`config.mk`:
```
export PLATFORM = sky130hd
export DESIGN_NAME = fpa_alloc
export DESIGN_NICKNAME = d
export VERILOG_FILES = /design/src/rtl/fpa_pkg.sv /design/src/rtl/fpa_rank_sort.sv /design/src/rtl/fpa_pick.sv /design/src/rtl/fpa_pipe_state.sv /design/src/rtl/fpa_alloc.sv
export SDC_FILE = /design/constraint.sdc
export NUM_CORES = 1
export LEC_CHECK = 0
export ABC_AREA = 1
export ABC_CLOCK_PERIOD_IN_PS = 3800
export BUFFER_PORTS_ARGS = -buffer_cell sky130_fd_sc_hd__clkbuf_2
export CAP_MARGIN = 20
export CELL_PAD_IN_SITES_DETAIL_PLACEMENT = 1
export CELL_PAD_IN_SITES_GLOBAL_PLACEMENT = 1
export CORE_MARGIN = 3
export CORE_UTILIZATION = 36
export CTS_CLUSTER_DIAMETER = 50
export DETAILED_ROUTE_END_ITERATION = 6
export MAX_ROUTING_LAYER = met4
export PLACE_DENSITY_LB_ADDON = 0.1
export SYNTH_ARGS = -nofsm -noshare
export SYNTH_HDL_FRONTEND = slang
export SYNTH_HIERARCHICAL = 1
export SYNTH_SLANG_ARGS = --single-unit
```
`constraint.sdc`:
```
create_clock -name clk -period 3.8 [get_ports clk]
set_clock_uncertainty 0.05 [all_clocks]
set_input_delay 0.76 -clock clk [delete_from_list [all_inputs] [get_ports clk]]
set_output_delay 0.76 -clock clk [all_outputs]
set_load 0.02 [all_outputs]
```
`src/rtl/fpa_pkg.sv`:
```
package fpa_pkg;

  localparam int unsigned SIG_W   = 5;
  localparam int unsigned FRAC_BITS = 23;

  // Clamp an error-significance count to the fraction width.
  function automatic logic [SIG_W-1:0] sat_count(input logic [SIG_W-1:0] n);
    if (n > SIG_W'(FRAC_BITS)) return SIG_W'(FRAC_BITS);
    return n;
  endfunction

  // Sensing-off mask: bit i set when i is below the clamped count.
  function automatic logic [FRAC_BITS-1:0] sense_mask(input logic approx,
                                                      input logic [SIG_W-1:0] n);
    logic [FRAC_BITS-1:0] m;
    logic [SIG_W-1:0]     c;
    c = sat_count(n);
    m = '0;
    for (int i = 0; i < int'(FRAC_BITS); i++) begin
      m[i] = approx && (SIG_W'(i) < c);
    end
    return m;
  endfunction

endpackage

```
`src/rtl/fpa_rank_sort.sv`:
```
module fpa_rank_sort #(
  parameter int unsigned NUM_PIPES = 4,
  parameter int unsigned VULN_W    = 8,
  parameter int unsigned PIPE_W    = 2
) (
  input  logic [NUM_PIPES*VULN_W-1:0] vuln_i,
  output logic [NUM_PIPES*PIPE_W-1:0] order_o
);

  logic [PIPE_W-1:0] rank [NUM_PIPES];

  // Position of each pipeline in ascending order; equal values keep index order.
  always_comb begin
    for (int p = 0; p < int'(NUM_PIPES); p++) begin
      rank[p] = '0;
      for (int q = 0; q < int'(NUM_PIPES); q++) begin
        if ((vuln_i[q*VULN_W +: VULN_W] < vuln_i[p*VULN_W +: VULN_W]) ||
            ((vuln_i[q*VULN_W +: VULN_W] == vuln_i[p*VULN_W +: VULN_W]) && (q < p)))
          rank[p] = rank[p] + PIPE_W'(1);
      end
    end
  end

  always_comb begin
    order_o = '0;
    for (int p = 0; p < int'(NUM_PIPES); p++) begin
      order_o[int'(rank[p])*PIPE_W +: PIPE_W] = PIPE_W'(p);
    end
  end

endmodule

```
`src/rtl/fpa_pick.sv`:
```
module fpa_pick #(
  parameter int unsigned NUM_PIPES = 4,
  parameter int unsigned PIPE_W    = 2
) (
  input  logic [NUM_PIPES*PIPE_W-1:0] order_i,
  input  logic [NUM_PIPES-1:0]        elig_i,
  output logic                        found_o,
  output logic [PIPE_W-1:0]           pick_o
);

  // Walk the order from the most error-prone slot downward so the
  // least error-prone eligible pipeline is the last one written.
  always_comb begin
    found_o = 1'b0;
    pick_o  = '0;
    for (int k = int'(NUM_PIPES) - 1; k >= 0; k--) begin
      if (elig_i[order_i[k*PIPE_W +: PIPE_W]]) begin
        found_o = 1'b1;
        pick_o  = order_i[k*PIPE_W +: PIPE_W];
      end
    end
  end

endmodule

```
`src/rtl/fpa_pipe_state.sv`:
```
module fpa_pipe_state #(
  parameter int unsigned FRAC_W = 23
) (
  input  logic              clk,
  input  logic              rst_n,
  input  logic              grant_hit_i,
  input  logic              done_i,
  input  logic              approx_i,
  input  logic [FRAC_W-1:0] mask_i,
  output logic              busy_o,
  output logic              cfg_approx_o,
  output logic [FRAC_W-1:0] cfg_mask_o
);

  always_ff @(posedge clk or negedge rst_n) begin
    if (!rst_n) begin
      busy_o       <= 1'b0;
      cfg_approx_o <= 1'b0;
      cfg_mask_o   <= '0;
    end else if (grant_hit_i) begin
      busy_o       <= 1'b1;
      cfg_approx_o <= approx_i;
      cfg_mask_o   <= mask_i;
    end else if (done_i) begin
      busy_o       <= 1'b0;
    end
  end

endmodule

```
`src/rtl/fpa_alloc.sv`:
```
module fpa_alloc #(
  parameter int unsigned NUM_PIPES = 4,
  parameter int unsigned NUM_OPS   = 2,
  parameter int unsigned VULN_W    = 8,
  parameter int unsigned FRAC_W    = 23,
  localparam int unsigned PIPE_W   = (NUM_PIPES > 1) ? $clog2(NUM_PIPES) : 1,
  localparam int unsigned OP_W     = (NUM_OPS > 1) ? $clog2(NUM_OPS) : 1
) (
  input  logic                                clk,
  input  logic                                rst_n,
  input  logic                                req_valid_i,
  input  logic [OP_W-1:0]                     req_op_i,
  input  logic                                req_approx_i,
  input  logic [4:0]                          req_sig_i,
  input  logic [VULN_W-1:0]                   err_thr_i,
  input  logic [NUM_OPS*NUM_PIPES*VULN_W-1:0] vuln_tab_i,
  input  logic [NUM_PIPES-1:0]                done_i,
  output logic                                grant_o,
  output logic [PIPE_W-1:0]                   grant_pipe_o,
  output logic                                stall_o,
  output logic [NUM_PIPES-1:0]                busy_o,
  output logic [NUM_PIPES-1:0]                cfg_approx_o,
  output logic [NUM_PIPES*FRAC_W-1:0]         cfg_mask_o
);
  import fpa_pkg::*;

  localparam int unsigned COL_W = NUM_PIPES * VULN_W;

  // Named internal events
  logic [NUM_PIPES*PIPE_W-1:0] order_by_op [NUM_OPS];
  logic [NUM_PIPES*PIPE_W-1:0] order_sel;
  logic [COL_W-1:0]            vuln_sel;
  logic [NUM_PIPES-1:0]        thr_ok;
  logic [NUM_PIPES-1:0]        elig;
  logic                        ev_found;
  logic [PIPE_W-1:0]           ev_pick;
  logic [NUM_PIPES-1:0]        grant_hit;
  logic [FRAC_W-1:0]           new_mask;

  genvar o, p;
  generate
    for (o = 0; o < int'(NUM_OPS); o++) begin : g_op
      fpa_rank_sort #(
        .NUM_PIPES (NUM_PIPES),
        .VULN_W    (VULN_W),
        .PIPE_W    (PIPE_W)
      ) u_sort (
        .vuln_i  (vuln_tab_i[o*COL_W +: COL_W]),
        .order_o (order_by_op[o])
      );
    end
  endgenerate

  always_comb begin
    order_sel = order_by_op[0];
    vuln_sel  = vuln_tab_i[0 +: COL_W];
    for (int i = 0; i < int'(NUM_OPS); i++) begin
      if (int'(req_op_i) == i) begin
        order_sel = order_by_op[i];
        vuln_sel  = vuln_tab_i[i*COL_W +: COL_W];
      end
    end
  end

  generate
    for (p = 0; p < int'(NUM_PIPES); p++) begin : g_elig
      assign thr_ok[p] = vuln_sel[p*VULN_W +: VULN_W] < err_thr_i;
      assign elig[p]   = req_valid_i && !busy_o[p] && (!req_approx_i || thr_ok[p]);
    end
  endgenerate

  fpa_pick #(
    .NUM_PIPES (NUM_PIPES),
    .PIPE_W    (PIPE_W)
  ) u_pick (
    .order_i (order_sel),
    .elig_i  (elig),
    .found_o (ev_found),
    .pick_o  (ev_pick)
  );

  assign new_mask     = FRAC_W'(sense_mask(req_approx_i, req_sig_i));
  assign grant_o      = ev_found;
  assign grant_pipe_o = ev_pick;
  assign stall_o      = req_valid_i && !ev_found;

  generate
    for (p = 0; p < int'(NUM_PIPES); p++) begin : g_pipe
      assign grant_hit[p] = ev_found && (ev_pick == PIPE_W'(p));
      fpa_pipe_state #(
        .FRAC_W (FRAC_W)
      ) u_state (
        .clk          (clk),
        .rst_n        (rst_n),
        .grant_hit_i  (grant_hit[p]),
        .done_i       (done_i[p]),
        .approx_i     (req_approx_i),
        .mask_i       (new_mask),
        .busy_o       (busy_o[p]),
        .cfg_approx_o (cfg_approx_o[p]),
        .cfg_mask_o   (cfg_mask_o[p*FRAC_W +: FRAC_W])
      );
    end
  endgenerate

endmodule

```
==> results.txt <==
Overall Power -> 8.96 mW
post-synthesis cell type count -> 37
Max-Slew Margin vs Limit -> 38.4%
failing checks -> setup timing
max_cap viols -> 0
CTS tree -> built
CTS buffer count -> 9
setup ws final -> -0.668 ns
Synth Instances -> 1276
Hold Path Class -> input port to async pin
Final Critical Period -> 4.47 ns
commonest cells in the netlist -> nand2_1 (596), inv_1 (154), ha_1 (136)
Max VDD drop -> 0.596 mV
Slew Limit Fails -> 0
outcome -> complete, but fails checks
WS Path Type -> input port to output port
antenna violations before repair -> 0
Critical Path RT -> 2.99 ns
final WL -> 35.6 mm
die area -> 26400 sq um
fin crit share -> 118%
vias post-DR -> 9690
met2 track demand over resource -> 43.4%
Rows -> 56
Die W -> 162 microns
sequential area share after synthesis -> 28.4%
Switching Fraction -> 50.8%
Slowest-stage cell, CP -> ha_4
Synth warnings -> 6
Clock Sink Count -> 100
ys async rst share -> 100%
H-tree level count -> 3
FF+latch count, synth -> 100
Worst Setup Start Kind -> input port
num ports -> 190
RePlAce Congestion -> 0.902
Max FO, Critical Path -> 5
switching pwr -> 4.55 mW
post-DP HPWL -> 26.1 mm
Pwr Density -> 669 nW/um^2
register share of total power -> 20.7%
dominant synthesized flop cell -> dfrtp_1
fmax -> 224 MHz
vias in the first global route -> 10.2k
Mapped Avg Cell Area -> 6.91 sq um
CP Capture Type -> output port
Nets -> 1862
largest net degree at the start of global routing -> 62
RSZ-0062 raised after global routing -> true
routing usage on met1 -> 34.7%
critical path's largest stage delay -> 0.21 ns
Tightest Pin Transition -> 0.915 ns
Synth top area share -> 28.4%
post-layout util -> 56.4%
first-pass GRT wire length -> 53.8 mm
Clk pin slew, worst setup/hold paths -> 0.07 ns
Die Y-Extent -> 162 microns
Critical Path AT -> 3.66 ns
Worst-Skew Late Latency -> 0.35 ns
Routed Antenna Nets -> 0
most common cell in the netlist -> nand2_1
part of the power in combinational logic -> 69.2%
grt met3 use -> 2.72%
clock buffer depth -> 2
P_leak -> 7.50 nW
synthesized area -> 8810 sq um
non-filler cells, final -> 1963
Setup Total Neg Slack -> -44.48 ns
global route overflow -> 0
dominant cells by area after synthesis -> dfrtp_1 (28%), nand2_1 (25%), ha_1 (19%), inv_1 (6.6%), a21oi_1 (3.0%)
clock power share -> 10.1%
initial core utilization -> 37.1%
Area growth syn-to-layout -> 52.0%
Routed wire per std cell -> 18.1 microns
layout cells sized above 1 -> 41.7%
Starting DRT DRC Count -> 428
largest area contributor in the netlist -> dfrtp_1
Final Hold Fails -> 0
Syn Nets -> 1498
I/O Buffers -> 189
Post-synth EDFFs -> 0
first drt pass iteration count -> 7
hold slack -> 0.423 ns
DR DRC count -> 0
Cell Int Power -> 4.41 mW
Placed Cells -> 1921
antenna cells -> 0
global routing's busiest layer -> met2
DR vias/cell -> 4.94
FILL cells -> 3013
gr usage total -> 26.2%
Worst path most repeated cell -> nand2_2
core area -> 23800 sq um
Final setup viols -> 104
clk root buf -> clkbuf_16
==> critical path, delay by kind of cell <==
family / cells / cell delay [ns]
buffers and inverters: 8 / 0.83
adders and majority gates: 2 / 0.39
and+or+nand+nor: 19 / 1.54
xor gates and xnor gates: 1 / 0.13
==> flip-flops by register name (all words and copies together), names as in the netlist <==
name / cells
g_pipe.u_state/cfg_approx_o: 4
g_pipe.u_state/cfg_mask_o: 92
g_pipe.u_state/busy_o: 4
==> cells by family after synthesis <==
logic type / after synthesis / synth area share [%]
adders and majority gates: 136 / 19.3
DFF: 100 / 28.4
AOI/OAI and AO/OA: 94 / 6.23
and+or+nand+nor: 750 / 34.6
buffers and inverters: 190 / 10.7
xor gates and xnor gates: 6 / 0.767
==> path summary, 6_finish.rpt <==
kind	from	to	cells past startpoint	slack, ns
max	vuln_tab_i[8]	grant_pipe_o[1]	30	-0.67
min	rst_n	g_pipe[1].u_state/cfg_mask_o[6]$_DFFE_PN0P_	1	0.42
max reg2reg	g_pipe[2].u_state/busy_o$_DFFE_PN0P_	g_pipe[1].u_state/cfg_mask_o[0]$_DFFE_PN0P_	18	0.81
min reg2reg	g_pipe[1].u_state/cfg_mask_o[3]$_DFFE_PN0P_	g_pipe[1].u_state/cfg_mask_o[3]$_DFFE_PN0P_	2	0.42
max in group asynchronous	rst_n	g_pipe[3].u_state/cfg_mask_o[10]$_DFFE_PN0P_	2	2.45
min in group clk	g_pipe[1].u_state/cfg_mask_o[3]$_DFFE_PN0P_	g_pipe[1].u_state/cfg_mask_o[3]$_DFFE_PN0P_	2	0.42
==> area by class of cell <==
type / instances / area, sq um / area share (%)
clock buffer: 10 / 239 / 1.78
multi-input combinational: 986 / 6610 / 49.4
sequential: 100 / 2500 / 18.7
inverter: 161 / 713 / 5.33
timing repair inverter: 5 / 67.6 / 0.505
tap: 319 / 399 / 2.98
timing repair buffer: 377 / 2810 / 21.0
clock inverter: 5 / 45.0 / 0.336
==> layout by cell type (no fill, tap or decap), types with 5 or more instances in the layout <==
master / Yosys / layout
nand2_1: 596 / 526
clkbuf_2: 0 / 166
buf_4: 0 / 145
inv_1: 154 / 110
nand2_2: 42 / 104
dfrtp_1: 100 / 100
ha_1: 136 / 83
ha_4: 0 / 53
a21oi_1: 53 / 41
nor2_1: 55 / 41
inv_2: 3 / 39
buf_6: 17 / 34
nand3_1: 31 / 16
nand3_2: 2 / 16
clkbuf_16: 0 / 11
buf_12: 4 / 11
nand2_4: 2 / 10
a21oi_2: 1 / 10
nor2_2: 3 / 10
clkbuf_8: 0 / 8
nand4_1: 8 / 8
buf_8: 0 / 8
nor2_4: 0 / 7
o21ai_0: 9 / 6
o21a_1: 6 / 6
a21o_1: 6 / 6
o21ai_2: 2 / 6
inv_4: 0 / 5
==> repair_timing <==
action / CTS / global route
setup endpoints to repair: 104 / 104
setup buffers: 17 / 8
resized for setup: 194 / 120
endpoints found under the hold margin: 0 / 0
gates cloned: 3 / 4
pin swaps: 105 / 89
hold buffers: 0 / 0
==> layer usage <==
metal | vias up | share of wire [%]
met5 | - | 0
met4 | 0 | 2.3
met3 | 65 | 3.7
met2 | 209 | 48
met1 | 4692 | 46
li1 | 4724 | -
==> power by group through the flow <==
stage / clock (mW) / combinational [mW] / sequential (mW)
finish: 0.905 / 6.20 / 1.85
global route: 0.970 / 6.70 / 1.90
CTS: 0.924 / 5.51 / 1.85
detailed placement: 0 / 4.76 / 1.86
global placement: 0 / 4.60 / 1.86
floorplan: 0 / 2.80 / 2.33
==> per-stage QoR <==
stage	setup slack, ns	cell area, sq um
2_1_floorplan	-0.0508	9050
3_3_place_gp	-0.722	11400
3_5_place_dp	-0.865	11400
4_1_cts	-0.473	12800
5_1_grt	-0.866	13400
6_report	-0.668	13400
No activity file was read; power rests on OpenSTA's default activity.
